--- config.mk ---
export PLATFORM = sky130hd
export DESIGN_NAME = dp_collide_arb
export DESIGN_NICKNAME = d
export VERILOG_FILES = /design/src/rtl/dpa_pkg.sv /design/src/rtl/dpa_port_track.sv /design/src/rtl/dpa_grant.sv /design/src/rtl/dpa_wr_gate.sv /design/src/rtl/dp_collide_arb.sv
export SDC_FILE = /design/constraint.sdc
export NUM_CORES = 1
export LEC_CHECK = 0
export BUFFER_PORTS_ARGS = -buffer_cell sky130_fd_sc_hd__buf_2
export CAP_MARGIN = 20
export CORE_ASPECT_RATIO = 2
export CORE_MARGIN = 5
export CORE_UTILIZATION = 29
export DETAILED_ROUTE_END_ITERATION = 7
export PLACE_DENSITY = 0.58
export SYNTH_ARGS = -nofsm -noshare
export SYNTH_HDL_FRONTEND = slang
export SYNTH_SLANG_ARGS = --single-unit
--- constraint.sdc ---
create_clock -name clk_i -period 1.53 [get_ports clk_i]
set_input_delay 0.306 -clock clk_i [delete_from_list [all_inputs] [get_ports clk_i]]
set_output_delay 0.306 -clock clk_i [all_outputs]
set_load 0.02 [all_outputs]
--- src/rtl/dpa_pkg.sv ---
package dpa_pkg;
  localparam int unsigned NPORT  = 2;
  localparam int unsigned PORT_L = 0;
  localparam int unsigned PORT_R = 1;

  // which port is currently blocked
  typedef enum logic [1:0] {
    GR_FREE   = 2'd0,
    GR_L_HELD = 2'd1,
    GR_R_HELD = 2'd2
  } grant_e;
endpackage

--- src/rtl/dpa_port_track.sv ---
module dpa_port_track #(
  parameter int unsigned ADDR_W = 13
) (
  input  logic              clk_i,
  input  logic              rst_ni,
  input  logic              cs_ni,
  input  logic [ADDR_W-1:0] addr_i,
  output logic              settled_o
);
  logic              active_q;
  logic [ADDR_W-1:0] addr_q;

  always_ff @(posedge clk_i or negedge rst_ni) begin
    if (!rst_ni) begin
      active_q <= 1'b0;
      addr_q   <= '0;
    end else begin
      active_q <= ~cs_ni;
      addr_q   <= addr_i;
    end
  end

  // access began on an earlier cycle and has not moved
  assign settled_o = ~cs_ni & active_q & (addr_q == addr_i);
endmodule

--- src/rtl/dpa_grant.sv ---
module dpa_grant
  import dpa_pkg::*;
(
  input  logic clk_i,
  input  logic rst_ni,
  input  logic master_i,
  input  logic match_i,
  input  logic l_settled_i,
  input  logic r_settled_i,
  output logic l_busy_no,
  output logic r_busy_no
);
  grant_e state_q, state_d;

  always_comb begin
    state_d = state_q;
    if (!master_i || !match_i) begin
      state_d = GR_FREE;
    end else if (state_q == GR_FREE) begin
      // later arrival loses; tie goes to left
      if (r_settled_i && !l_settled_i) state_d = GR_L_HELD;
      else                             state_d = GR_R_HELD;
    end
  end

  always_ff @(posedge clk_i or negedge rst_ni) begin
    if (!rst_ni) state_q <= GR_FREE;
    else         state_q <= state_d;
  end

  assign l_busy_no = (state_q != GR_L_HELD);
  assign r_busy_no = (state_q != GR_R_HELD);
endmodule

--- src/rtl/dpa_wr_gate.sv ---
module dpa_wr_gate (
  input  logic master_i,
  input  logic cs_ni,
  input  logic we_ni,
  input  logic own_busy_ni,
  input  logic ext_busy_ni,
  output logic wr_o
);
  logic busy_eff_n;

  // pin level ignored in master mode
  assign busy_eff_n = master_i ? own_busy_ni : ext_busy_ni;
  assign wr_o       = ~cs_ni & ~we_ni & busy_eff_n;
endmodule

--- src/rtl/dp_collide_arb.sv ---
module dp_collide_arb
  import dpa_pkg::*;
#(
  parameter int unsigned ADDR_W = 13
) (
  input  logic              clk_i,
  input  logic              rst_ni,
  input  logic              master_i,
  input  logic              l_cs_ni,
  input  logic [ADDR_W-1:0] l_addr_i,
  input  logic              l_we_ni,
  input  logic              r_cs_ni,
  input  logic [ADDR_W-1:0] r_addr_i,
  input  logic              r_we_ni,
  input  logic              l_busy_ni,
  input  logic              r_busy_ni,
  output logic              l_busy_no,
  output logic              r_busy_no,
  output logic              l_wr_o,
  output logic              r_wr_o
);
  logic [NPORT-1:0]             cs_n, we_n, ext_busy_n, own_busy_n, settled, wr;
  logic [NPORT-1:0][ADDR_W-1:0] addr;
  logic                         match;

  assign cs_n       = {r_cs_ni, l_cs_ni};
  assign we_n       = {r_we_ni, l_we_ni};
  assign ext_busy_n = {r_busy_ni, l_busy_ni};
  assign addr       = {r_addr_i, l_addr_i};

  assign match = ~cs_n[PORT_L] & ~cs_n[PORT_R] & (addr[PORT_L] == addr[PORT_R]);

  for (genvar p = 0; p < NPORT; p++) begin : g_port
    dpa_port_track #(.ADDR_W(ADDR_W)) u_track (
      .clk_i    (clk_i),
      .rst_ni   (rst_ni),
      .cs_ni    (cs_n[p]),
      .addr_i   (addr[p]),
      .settled_o(settled[p])
    );

    dpa_wr_gate u_gate (
      .master_i   (master_i),
      .cs_ni      (cs_n[p]),
      .we_ni      (we_n[p]),
      .own_busy_ni(own_busy_n[p]),
      .ext_busy_ni(ext_busy_n[p]),
      .wr_o       (wr[p])
    );
  end

  dpa_grant u_grant (
    .clk_i      (clk_i),
    .rst_ni     (rst_ni),
    .master_i   (master_i),
    .match_i    (match),
    .l_settled_i(settled[PORT_L]),
    .r_settled_i(settled[PORT_R]),
    .l_busy_no  (own_busy_n[PORT_L]),
    .r_busy_no  (own_busy_n[PORT_R])
  );

  assign l_busy_no = own_busy_n[PORT_L] | ~master_i;
  assign r_busy_no = own_busy_n[PORT_R] | ~master_i;
  assign l_wr_o    = wr[PORT_L];
  assign r_wr_o    = wr[PORT_R];
endmodule

==> flow_summary.html <==
<table>
<tr><th>Metric</th><th>Value</th></tr>
<tr><th colspan="2">Clock network</th></tr>
<tr><td>Clock-pin slew on the worst setup and hold paths</td><td>~0.060 ns</td></tr>
<tr><td>CTS sink count</td><td>30</td></tr>
<tr><td>Clk root buf</td><td>clkbuf_8</td></tr>
<tr><td>Level count of the clock H-tree</td><td>2</td></tr>
<tr><td>Inserted Clock Buffers</td><td>5</td></tr>
<tr><td>Maximum buffer depth of the clock tree</td><td>2</td></tr>
<tr><td>Clock tree from TritonCTS</td><td>yes</td></tr>
<tr><td>Source-to-sink clock delay at the later pin of the worst-skew pair</td><td>approximately 0.28 ns</td></tr>
<tr><th colspan="2">Timing</th></tr>
<tr><td>Count of final hold-check violations</td><td>0</td></tr>
<tr><td>Final setup violation count</td><td>2</td></tr>
<tr><td>Largest clock skew in the final design</td><td>0.00825 ns</td></tr>
<tr><td>Headroom to the max-slew limit</td><td>0.574</td></tr>
<tr><td>Clock period minus final worst setup slack</td><td>between 1.5 and 2 ns</td></tr>
<tr><td>Setup repair after global routing missed its margin</td><td>true</td></tr>
<tr><td>Maximum clock frequency</td><td>roughly 640 MHz</td></tr>
<tr><td>Final worst-path cycle share</td><td>1.02</td></tr>
<tr><td>Slew at the pin closest to its max-slew limit</td><td>between 0.6 and 0.7 ns</td></tr>
<tr><td>Worst Hold Slack</td><td>approximately 0.048 ns</td></tr>
<tr><td>Final count of pins violating max slew</td><td>0</td></tr>
<tr><td>Min setup slack post-route</td><td>-0.0350 ns</td></tr>
<tr><th colspan="2">Yosys</th></tr>
<tr><td>Portion of synthesized cell area occupied by the leading cell type</td><td>0.594</td></tr>
<tr><td>Largest cells by area after synthesis</td><td>dfrtp_1 59%, xnor2_1 21%, xor2_1 6.2%</td></tr>
<tr><td>Number of synthesis warnings</td><td>0</td></tr>
<tr><td>Area of the mapped netlist</td><td>about 1300 um2</td></tr>
<tr><td>Post-synth net total</td><td>132</td></tr>
<tr><td>Syn_area_per_cell</td><td>13.0 um2</td></tr>
<tr><td>Number of standard cells after synthesis</td><td>97</td></tr>
<tr><td>Seq/Total Area, Yosys</td><td>0.594</td></tr>
<tr><td>Count of cell types in the netlist</td><td>16</td></tr>
<tr><td>Dominant cell type by area after synthesis</td><td>dfrtp_1</td></tr>
<tr><td>Post-synthesis sequential element count</td><td>30</td></tr>
<tr><th colspan="2">Placement</th></tr>
<tr><td>Buffers added on ports</td><td>38</td></tr>
<tr><td>Detail Placement HPWL</td><td>around 2200 um</td></tr>
<tr><td>DP Area</td><td>1540 um2</td></tr>
<tr><td>Worst slack at placement</td><td>-0.0946 ns</td></tr>
<tr><td>Final estimated routing congestion in global placement</td><td>between 0.7 and 0.8</td></tr>
<tr><th colspan="2">Route</th></tr>
<tr><td>DRC viols</td><td>0</td></tr>
<tr><td>Number of design-rule violations left by the first detailed-router iteration</td><td>18</td></tr>
<tr><td>Wire per inst</td><td>13.7 um</td></tr>
<tr><td>Count of vias placed by the detailed router</td><td>875</td></tr>
<tr><td>Antenna viol nets, final</td><td>0</td></tr>
<tr><td>Via-to-Cell Ratio</td><td>4.38</td></tr>
<tr><td>Drt first pass iters</td><td>3</td></tr>
<tr><td>Overall routed net length</td><td>between 2000 and 3000 um</td></tr>
<tr><th colspan="2">Die</th></tr>
<tr><td>Std-Cell Rows</td><td>34</td></tr>
<tr><td>Overall die height</td><td>103 um</td></tr>
<tr><td>Width of the die</td><td>approximately 57 um</td></tr>
<tr><td>Initial core utilization</td><td>0.294</td></tr>
<tr><td>Number of top-level pins</td><td>39</td></tr>
<tr><td>Core box area</td><td>4300 um2</td></tr>
<tr><td>Total die area</td><td>5860 um2</td></tr>
<tr><th colspan="2">Power and ir drop</th></tr>
<tr><td>Leakage</td><td>~0.73 nW</td></tr>
<tr><td>PD cells</td><td>~980 nW/um2</td></tr>
<tr><td>Worst IR Drop VDD</td><td>0.000548 V</td></tr>
<tr><th colspan="2">Worst setup path</th></tr>
<tr><td>Critical path startpoint category</td><td>register</td></tr>
<tr><td>Worst setup path category</td><td>register to primary output</td></tr>
<tr><td>Endpoint arrival time on the critical path</td><td>1.26 ns</td></tr>
<tr><td>Register-to-Register Setup Slack</td><td>0.13 ns</td></tr>
<tr><td>Nature of the critical path endpoint</td><td>primary output</td></tr>
<tr><td>Critical path required time</td><td>1.22 ns</td></tr>
<tr><td>Crit Path Max Fanout</td><td>2</td></tr>
<tr><th colspan="2">Status</th></tr>
<tr><td>Status</td><td>finished with violations</td></tr>
<tr><td>Failing checks</td><td>setup timing</td></tr>
<tr><th colspan="2">Finish</th></tr>
<tr><td>Fillcell total</td><td>451</td></tr>
<tr><td>Top library cells by usage in the layout, fill and taps aside</td><td>36 x buf_2, 30 x xnor2_1, 30 x dfrtp_1</td></tr>
<tr><td>Fraction of layout instances using a drive strength above 1</td><td>0.370</td></tr>
<tr><td>Antenna Diode Count</td><td>0</td></tr>
<tr><td>Net count reported at finish</td><td>roughly 180</td></tr>
<tr><td>Post-route standard cell area excluding fillers</td><td>~1700 um2</td></tr>
<tr><td>Leading cell type in the layout, fill and taps excluded</td><td>buf_2</td></tr>
<tr><td>Util after Layout</td><td>0.391</td></tr>
<tr><td>Layout-stage area growth over the synthesis result</td><td>32.8%</td></tr>
<tr><th colspan="2">Global routing</th></tr>
<tr><td>Gr ovfl total</td><td>0</td></tr>
<tr><td>Global-route total usage across every layer</td><td>0.104</td></tr>
<tr><td>Vias in the first global route</td><td>988</td></tr>
<tr><td>Largest net degree at the start of global routing</td><td>31</td></tr>
<tr><td>Antenna violations before repair</td><td>0</td></tr>
<tr><td>First-pass GRT wire length</td><td>4500 um</td></tr>
<tr><th colspan="2">Run</th></tr>
<tr><td>Max-cap viol count</td><td>0</td></tr>
<tr><th colspan="2">Min path</th></tr>
<tr><td>Classification of the worst-slack hold path</td><td>primary input to async pin</td></tr>
</table>
==> metal layers <==
| layer | GRT usage | wire length (um) |
|---|---|---|
| met3 | 0.0373 | 197 |
| met5 | 0 | 0 |
| met1 | 0.0947 | 891 |
| met4 | 0.0603 | 68 |
| met2 | 0.195 | 1570 |
==> cells by family (layout without fill, tap and decap cells) <==
family	after synthesis	count (layout)	share of synthesized area
xor gates and xnor gates	39	39	0.270
DFF	30	30	0.594
and+or+nand+nor	23	23	0.107
AOI/OAI and AO/OA	3	3	0.0228
buffers and inverters	2	51	0.00594
==> synth_stat cells (all sizes together) <==
master    n
nor2      4
a2111oi   1
inv       2
nor2b     1
nor3      2
nand3b    1
nor4      4
xor2      9
nand3     1
nand4     9
xnor2    30
nand2     1
dfrtp    30
o21ba     1
o211a     1
==> sequential cells by signal, indices dropped and copies added, names as in the netlist <==
register,flops
g_port.u_track.active_q,2
u_grant.state_q,2
g_port.u_track.addr_q,26
==> worst paths after layout <==
check                                        startpoint                          end  cells after the start
max in group asynchronous                        rst_ni  g_port[1].u_track.addr_q[1]                      1
min reg2reg                          u_grant.state_q[0]           u_grant.state_q[0]                      2
max                                  u_grant.state_q[0]                       l_wr_o                      3
min in group clk_i                          l_addr_i[4]  g_port[0].u_track.addr_q[4]                      1
max reg2reg                g_port[0].u_track.addr_q[10]           u_grant.state_q[0]                      5
min                                              rst_ni  g_port[0].u_track.addr_q[2]                      1
==> critical path: stages, from the launching register on <==
cell       delay (ns)
dfrtp_1          0.38
nor2b_4          0.14
a2111oi_4        0.28
buf_4            0.19
==> metrics by stage <==
stage | total power [W] | cells | TNS (ns)
6_report | 0.00164 | 200 | -0.0523
5_1_grt | 0.00173 | 200 | -0.160
4_1_cts | 0.00166 | 200 | -0.0948
3_5_place_dp | 0.00108 | 191 | -0.187
3_3_place_gp | 0.00108 | 191 | -0.0117
2_1_floorplan | 0.000963 | 97 | 0
==> final cells by class <==
class	instances	area [um2]	area share
clock inverters	2	10.0	0.00597
well taps	54	67.6	0.0403
flip-flops and latches	30	751	0.447
clock buffers	5	68.8	0.0410
repair buffers	42	229	0.136
inverters	2	7.51	0.00447
multi-input cells	65	544	0.324
==> where the power goes <==
group | leakage (nW) | switching (W) | internal [W]
registers | 0.354 | 0.0000158 | 0.000831
logic | 0.333 | 0.000112 | 0.000110
clock network | 0.0438 | 0.000265 | 0.000304
total | 0.731 | 0.000394 | 0.00125
==> repair_timing <==
item,4_1_cts,5_1_grt
setup endpoints to repair,3,4
pin swaps,1,2
setup buffers,2,0
hold buffers,0,0
gates resized for setup,3,5
Power figures use the tool's default switching activity.
